## src/rtl/rxw_pkg.sv

```systemverilog
package rxw_pkg;

  typedef enum logic [1:0] {
    ST_SLEEP = 2'd0,
    ST_START = 2'd1,
    ST_CHECK = 2'd2,
    ST_RECV  = 2'd3
  } rxw_state_e;

endpackage

```

## src/rtl/rxw_edge_det.sv

```systemverilog
module rxw_edge_det (
  input  logic clk,
  input  logic rst_n,
  input  logic d_i,
  output logic q_o,
  output logic edge_o
);

  logic s1_q, s2_q;

  always_ff @(posedge clk or negedge rst_n) begin
    if (!rst_n) begin
      s1_q <= 1'b0;
      s2_q <= 1'b0;
    end else begin
      s1_q <= d_i;
      s2_q <= s1_q;
    end
  end

  assign q_o    = s1_q;
  assign edge_o = s1_q ^ s2_q;

endmodule

```

## src/rtl/rxw_sleep_timer.sv

```systemverilog
module rxw_sleep_timer #(
  parameter int PRESCALE = 1024,
  parameter int WW       = 5,
  parameter int XW       = 3
) (
  input  logic          clk,
  input  logic          rst_n,
  input  logic          run_i,
  input  logic [WW-1:0] word_i,
  input  logic [XW-1:0] ext_i,
  output logic          done_o
);

  localparam int PW = (PRESCALE > 1) ? $clog2(PRESCALE) : 1;

  logic [PW-1:0] pre_q, pre_d;
  logic [XW-1:0] xc_q, xc_d;
  logic [WW-1:0] wc_q, wc_d;
  logic [XW-1:0] ext_eff;
  logic          pre_last, x_last, w_last;

  assign ext_eff  = (ext_i == '0) ? XW'(1) : ext_i;
  assign pre_last = (pre_q >= PW'(PRESCALE - 1));
  assign x_last   = (xc_q >= ext_eff - XW'(1));
  assign w_last   = (word_i == '0) || (wc_q >= word_i - WW'(1));
  assign done_o   = run_i && ((word_i == '0) || (pre_last && x_last && w_last));

  always_comb begin
    pre_d = pre_q;
    xc_d  = xc_q;
    wc_d  = wc_q;
    if (!run_i || done_o) begin
      pre_d = '0;
      xc_d  = '0;
      wc_d  = '0;
    end else begin
      pre_d = pre_last ? '0 : pre_q + PW'(1);
      if (pre_last) begin
        xc_d = x_last ? '0 : xc_q + XW'(1);
        if (x_last) wc_d = wc_q + WW'(1);
      end
    end
  end

  always_ff @(posedge clk or negedge rst_n) begin
    if (!rst_n) begin
      pre_q <= '0;
      xc_q  <= '0;
      wc_q  <= '0;
    end else begin
      pre_q <= pre_d;
      xc_q  <= xc_d;
      wc_q  <= wc_d;
    end
  end


  prescale_step_chk: assert property (@(posedge clk) disable iff (!rst_n)
    (run_i && !done_o && !pre_last) |=> (pre_q == $past(pre_q) + PW'(1)));


  idle_clear_chk: assert property (@(posedge clk) disable iff (!rst_n)
    !run_i |=> (pre_q == '0 && xc_q == '0 && wc_q == '0));

endmodule

```

## src/rtl/rxw_bit_check.sv

```systemverilog
module rxw_bit_check #(
  parameter int CW = 12,
  parameter int NW = 4
) (
  input  logic          clk,
  input  logic          rst_n,
  input  logic          en_i,
  input  logic          edge_i,
  input  logic [CW-1:0] lim_min_i,
  input  logic [CW-1:0] lim_max_i,
  input  logic [NW-1:0] need_i,
  output logic          pass_o,
  output logic          fail_o
);

  logic [CW-1:0] cnt_q, cnt_d, ivl;
  logic          armed_q, armed_d;
  logic [NW-1:0] ok_q, ok_d;
  logic [NW-1:0] need_eff;
  logic          bad, good, tmo;

  assign ivl      = cnt_q + CW'(1);
  assign need_eff = (need_i == '0) ? NW'(1) : need_i;
  assign bad      = armed_q && edge_i && ((ivl < lim_min_i) || (ivl > lim_max_i));
  assign good     = armed_q && edge_i && !bad;
  assign tmo      = !edge_i && (ivl >= lim_max_i);
  assign pass_o   = en_i && good && (({1'b0, ok_q} + (NW+1)'(1)) >= {1'b0, need_eff});
  assign fail_o   = en_i && (bad || tmo);

  always_comb begin
    cnt_d   = cnt_q;
    armed_d = armed_q;
    ok_d    = ok_q;
    if (!en_i) begin
      cnt_d   = '0;
      armed_d = 1'b0;
      ok_d    = '0;
    end else if (edge_i) begin
      cnt_d   = '0;
      armed_d = 1'b1;
      if (good && ok_q != '1) ok_d = ok_q + NW'(1);
    end else if (cnt_q != '1) begin
      cnt_d = cnt_q + CW'(1);
    end
  end

  always_ff @(posedge clk or negedge rst_n) begin
    if (!rst_n) begin
      cnt_q   <= '0;
      armed_q <= 1'b0;
      ok_q    <= '0;
    end else begin
      cnt_q   <= cnt_d;
      armed_q <= armed_d;
      ok_q    <= ok_d;
    end
  end


  verdict_excl_chk: assert property (@(posedge clk) disable iff (!rst_n)
    pass_o |-> !fail_o);


  interval_count_chk: assert property (@(posedge clk) disable iff (!rst_n)
    (en_i && !edge_i && !fail_o && cnt_q != '1) |=> (cnt_q == $past(cnt_q) + CW'(1)));


  first_edge_chk: assert property (@(posedge clk) disable iff (!rst_n)
    (en_i && !armed_q) |-> !pass_o);

endmodule

```

## src/rtl/rx_poll_wake.sv

```systemverilog
module rx_poll_wake #(
  parameter int PRESCALE    = 1024,
  parameter int STARTUP_CYC = 1024,
  parameter int HB_UNIT     = 16,
  parameter int CW          = 12,
  parameter int WW          = 5,
  parameter int XW          = 3,
  parameter int NW          = 4
) (
  input  logic          clk,
  input  logic          rst_n,
  input  logic          data_i,
  input  logic [WW-1:0] sleep_word_i,
  input  logic [XW-1:0] sleep_ext_i,
  input  logic [1:0]    baud_sel_i,
  input  logic [NW-1:0] check_bits_i,
  input  logic          off_i,
  output logic          rf_en_o,
  output logic          active_o,
  output logic          data_o,
  output logic [1:0]    state_o
);

  import rxw_pkg::*;

  localparam int NRANGE = 4;
  localparam int SW     = (STARTUP_CYC > 1) ? $clog2(STARTUP_CYC) : 1;

  rxw_state_e st_q, st_d;
  logic [SW-1:0] su_q, su_d;
  logic          su_last;
  logic          sleep_done, chk_pass, chk_fail;
  logic          d_sync, d_edge;

  logic [CW-1:0] half_t [NRANGE];
  logic [CW-1:0] min_t  [NRANGE];
  logic [CW-1:0] max_t  [NRANGE];

  for (genvar g = 0; g < NRANGE; g++) begin : g_rng
    assign half_t[g] = CW'(HB_UNIT << (NRANGE - 1 - g));
    assign min_t[g]  = half_t[g] - (half_t[g] >> 2);
    assign max_t[g]  = (half_t[g] << 1) + (half_t[g] >> 2);
  end

  rxw_edge_det u_edge (
    .clk    (clk),
    .rst_n  (rst_n),
    .d_i    (data_i),
    .q_o    (d_sync),
    .edge_o (d_edge)
  );

  rxw_sleep_timer #(
    .PRESCALE (PRESCALE),
    .WW       (WW),
    .XW       (XW)
  ) u_sleep (
    .clk    (clk),
    .rst_n  (rst_n),
    .run_i  (st_q == ST_SLEEP),
    .word_i (sleep_word_i),
    .ext_i  (sleep_ext_i),
    .done_o (sleep_done)
  );

  rxw_bit_check #(
    .CW (CW),
    .NW (NW)
  ) u_check (
    .clk       (clk),
    .rst_n     (rst_n),
    .en_i      (st_q == ST_CHECK),
    .edge_i    (d_edge),
    .lim_min_i (min_t[baud_sel_i]),
    .lim_max_i (max_t[baud_sel_i]),
    .need_i    (check_bits_i),
    .pass_o    (chk_pass),
    .fail_o    (chk_fail)
  );

  assign su_last = (su_q == SW'(STARTUP_CYC - 1));

  always_comb begin
    st_d = st_q;
    case (st_q)
      ST_SLEEP: if (sleep_done) st_d = ST_START;
      ST_START: if (su_last)    st_d = ST_CHECK;
      ST_CHECK: begin
        if (chk_pass)      st_d = ST_RECV;
        else if (chk_fail) st_d = ST_SLEEP;
      end
      ST_RECV:  if (off_i)      st_d = ST_SLEEP;
      default:                  st_d = ST_SLEEP;
    endcase
  end

  always_comb begin
    su_d = '0;
    if (st_q == ST_START && !su_last) su_d = su_q + SW'(1);
  end

  always_ff @(posedge clk or negedge rst_n) begin
    if (!rst_n) begin
      st_q <= ST_SLEEP;
      su_q <= '0;
    end else begin
      st_q <= st_d;
      su_q <= su_d;
    end
  end

  assign state_o  = st_q;
  assign active_o = (st_q != ST_SLEEP);
  assign rf_en_o  = (st_q != ST_SLEEP);
  assign data_o   = (st_q == ST_RECV) && d_sync;


  sleep_next_chk: assert property (@(posedge clk) disable iff (!rst_n)
    (st_q == ST_SLEEP) |=> (st_q inside {ST_SLEEP, ST_START}));


  start_next_chk: assert property (@(posedge clk) disable iff (!rst_n)
    (st_q == ST_START) |=> (st_q inside {ST_START, ST_CHECK}));


  recv_entry_chk: assert property (@(posedge clk) disable iff (!rst_n)
    ((st_q == ST_RECV) && ($past(st_q) != ST_RECV)) |-> ($past(st_q) == ST_CHECK));


  startup_len_chk: assert property (@(posedge clk) disable iff (!rst_n)
    (st_q == ST_CHECK && $past(st_q) == ST_START) |-> ($past(su_q) == SW'(STARTUP_CYC - 1)));


  off_exit_chk: assert property (@(posedge clk) disable iff (!rst_n)
    (st_q == ST_RECV && off_i) |=> (st_q == ST_SLEEP));


  idle_quiet_chk: assert property (@(posedge clk) disable iff (!rst_n)
    !active_o |-> (!rf_en_o && !data_o));


  fail_exit_chk: assert property (@(posedge clk) disable iff (!rst_n)
    (st_q == ST_CHECK && chk_fail) |=> (st_q == ST_SLEEP));

endmodule

```

## config.mk

```make
export PLATFORM = sky130hd
export DESIGN_NAME = rx_poll_wake
export DESIGN_NICKNAME = d
export VERILOG_FILES = /design/src/rtl/rxw_pkg.sv /design/src/rtl/rxw_edge_det.sv /design/src/rtl/rxw_sleep_timer.sv /design/src/rtl/rxw_bit_check.sv /design/src/rtl/rx_poll_wake.sv
export SDC_FILE = /design/constraint.sdc
export NUM_CORES = 1
export LEC_CHECK = 0
export BUFFER_PORTS_ARGS = -buffer_cell sky130_fd_sc_hd__buf_4
export CORE_MARGIN = 2
export CORE_UTILIZATION = 55
export DETAILED_ROUTE_END_ITERATION = 10
export GPL_ROUTABILITY_DRIVEN = 0
export PLACE_DENSITY_LB_ADDON = 0.15
export SYNTH_ARGS = -nofsm -noshare
export SYNTH_HDL_FRONTEND = slang
export SYNTH_SLANG_ARGS = --single-unit
```

## constraint.sdc

```tcl
create_clock -name clk -period 3.54 [get_ports clk]
set_input_delay 1.062 -clock clk [delete_from_list [all_inputs] [get_ports clk]]
set_output_delay 1.062 -clock clk [all_outputs]
set_load 0.01 [all_outputs]
```

==> metrics.txt <==
clk slew on worst S/H paths 0.10 ns; Worst-Margin Slew 0.610 ns; Mapped Avg Cell Area 9.40 µm²; Max Clock Freq 314 MHz; final period utilization 0.901; Starting Density 0.577; Num CTS Buffers 5; Clock Path Buffers 2; Final Slew Violations 0; Die Span Y 80.7 µm; Yosys warnings 0; Hold Fails Final Rpt 0; via count 2462; Min-Delay Path Depth 1; clock root cell clkbuf_8; Post-CTS Setup Bufs 0; register area share after synthesis 0.379; Finish-stage setup viols 0; routed wire length per instance 13.6 µm; antenna violations before repair 0; Clock Latency Late Sink 0.32 ns; Hold EP su_q[0]; Post-Syn Area 3230 µm²; commonest non-fill, non-tap cells in the layout 49 x dfrtp_1, 48 x nor2_1, 34 x ha_1; CTS tree yes; Hold WC Path Type register to register; DR pass1 iterations 4; core area 5610 µm²; die area 6510 µm²; number of vias per cell 5.58; final wirelength 6020 µm; crit end category register; prevailing post-synth register cell dfrtp_1; RSZ-0062 raised after global routing no; nets@finish 420; layout cells sized above 1 0.127; Pleak 1.76 nW; total power draw 1.38 mW; setup slack, reg-to-reg 0.35 ns; Setup TNS 0 ns; startpoint types register; DRC 0; Data arrival, critical path 3.44 ns; CP required 3.79 ns; Max FO, Critical Path 6; htree depth 2; largest net degree at the start of global routing 50; hold path startpoint su_q[0]; Rel. slew slack 0.594; diode count 0; all-layer global routing usage 0.212; CTS sink count 49; IR drop worst, VDD 0.000240 V; P per Cell Area 387 nW/µm²; r2r startpoint u_check.cnt_q[0]; FF-to-FF path depth 14; Synth async-reset ratio 1.00; Synth Register Bits 49; crit path time final 3.19 ns; Top-Level Pins 23; Horiz. Die Dim 80.7 µm; DR iter-0 viols 105; reg2reg end u_check.ok_q[1]; Max Clock Skew 0.0132 ns; most common cell after layout, fill and taps aside dfrtp_1; Area contributors post-synth dfrtp_1 38%, ha_1 13%, nor2_1 5.7%; Net Count, Synth 396; area leader, netlist dfrtp_1; grt ovf 0; Gate Count Post-Synth 344; num rows 27; post-route ant nets 0; WS Path Type register to register; Synth top area share 0.379; Fin Hold WS 0.493 ns; Unique masters post-synth 47; # hold bufs at CTS 0; number of synthesized flops with an enable pin 0; P&R area growth vs syn 10.4%; hpwl dp 4480 µm; first-pass GRT wire length 10700 µm; max_cap viols 0; status complete, no violations; Port Buffers 22; vias in the first global route 2385
Yosys cell counts, types with 2 or more instances:
cell type and number:
nor2_1 49, mux2i_1 3, a22oi_1 2, a31oi_1 3
nand2b_1 8, ha_1 34, dfrtp_1 49, nand3b_1 3
and4_1 2, nor2b_1 5, o21ai_0 4, xor2_1 19
nand3_1 17, a311oi_1 2, and3_1 10, xnor2_1 18
and3_4 3, nand2_1 16, nand4_1 7, clkbuf_1 4
buf_2 2, nor3_1 3, inv_1 25, a21o_1 5
a21oi_1 26, and2_4 2, a31o_2 2, a211oi_2 2
what timing repair did:
action | 4_1_cts | 5_1_grt
endpoints found under the hold margin | 0 | 0
setup endpoints to repair | 0 | 5
gates resized for setup | 0 | 1
state kept, by name, summed over array words and instances (netlist names):
signal,flops
u_sleep.pre_q,10
u_check.cnt_q,12
u_check.ok_q,4
u_edge.q_o,1
su_q,10
u_edge.s2_q,1
state_o,2
u_sleep.xc_q,3
u_sleep.wc_q,5
u_check.armed_q,1
cells by family after synthesis:
| logic type | count (synthesis) | synth area share |
|---|---|---|
| flops | 49 | 0.379 |
| fa+ha+maj | 34 | 0.132 |
| mux | 3 | 0.00929 |
| compound gates | 58 | 0.124 |
| buf+inv | 32 | 0.0391 |
| simple gates | 130 | 0.210 |
| xor+xnor | 38 | 0.107 |
routing by layer:
metal  vias to the layer above  wire (µm)  GRT usage
met2                        20       2950      0.358
met5                         -          0          0
met1                      1185       2860      0.276
li1                       1252          -          -
met4                         0         61     0.0559
met3                         5        148     0.0438
cell type report:
| cell class | instances | area (µm²) |
|---|---|---|
| inverters | 25 | 93.8 |
| flip-flops and latches | 49 | 1230 |
| clock buffers | 5 | 68.8 |
| repair buffers | 24 | 180 |
| multi-input cells | 263 | 1880 |
| clock inverters | 3 | 28.8 |
| fillers | 488 | 2040 |
| well taps | 72 | 90.1 |
metrics by stage:
step	cell area [µm²]	utilization	instances	setup slack (ns)
after floorplan	3230	-	344	0.358
after global placement	3470	0.619	433	0.102
after detailed placement	3470	0.619	433	0.0583
after CTS	3570	0.636	441	0.231
after global routing	3570	0.637	441	0.00815
final	3570	0.637	441	0.351
where the power goes:
| part | internal (mW) | switching (mW) |
|---|---|---|
| logic | 0.144 | 0.220 |
| clock network | 0.148 | 0.213 |
| registers | 0.600 | 0.0573 |
critical path: stages, from the launching register on:
cell and delay, ns:
dfrtp_1 0.43, ha_1 0.25, nand3_1 0.17, nor2_2 0.19, nand2_1 0.09, xor2_1 0.18, inv_1 0.08, ha_1 0.34
nand2_1 0.12, a211oi_1 0.07, a221oi_2 0.28, a22oi_1 0.14, nor4_4 0.37, and2_4 0.26, a41o_1 0.16
worst max-delay path by stage:
stage	from	end	slack, ns
finish	u_check.cnt_q[0]	u_check.ok_q[1]	0.35
global route	u_check.cnt_q[0]	u_check.ok_q[1]	0.008
detailed placement	baud_sel_i[1]	u_check.ok_q[1]	0.06
floorplan	baud_sel_i[0]	u_check.ok_q[1]	0.36
global placement	baud_sel_i[1]	u_check.ok_q[1]	0.10
CTS	u_check.cnt_q[0]	u_check.ok_q[1]	0.23
Power figures use the tool's default switching activity.
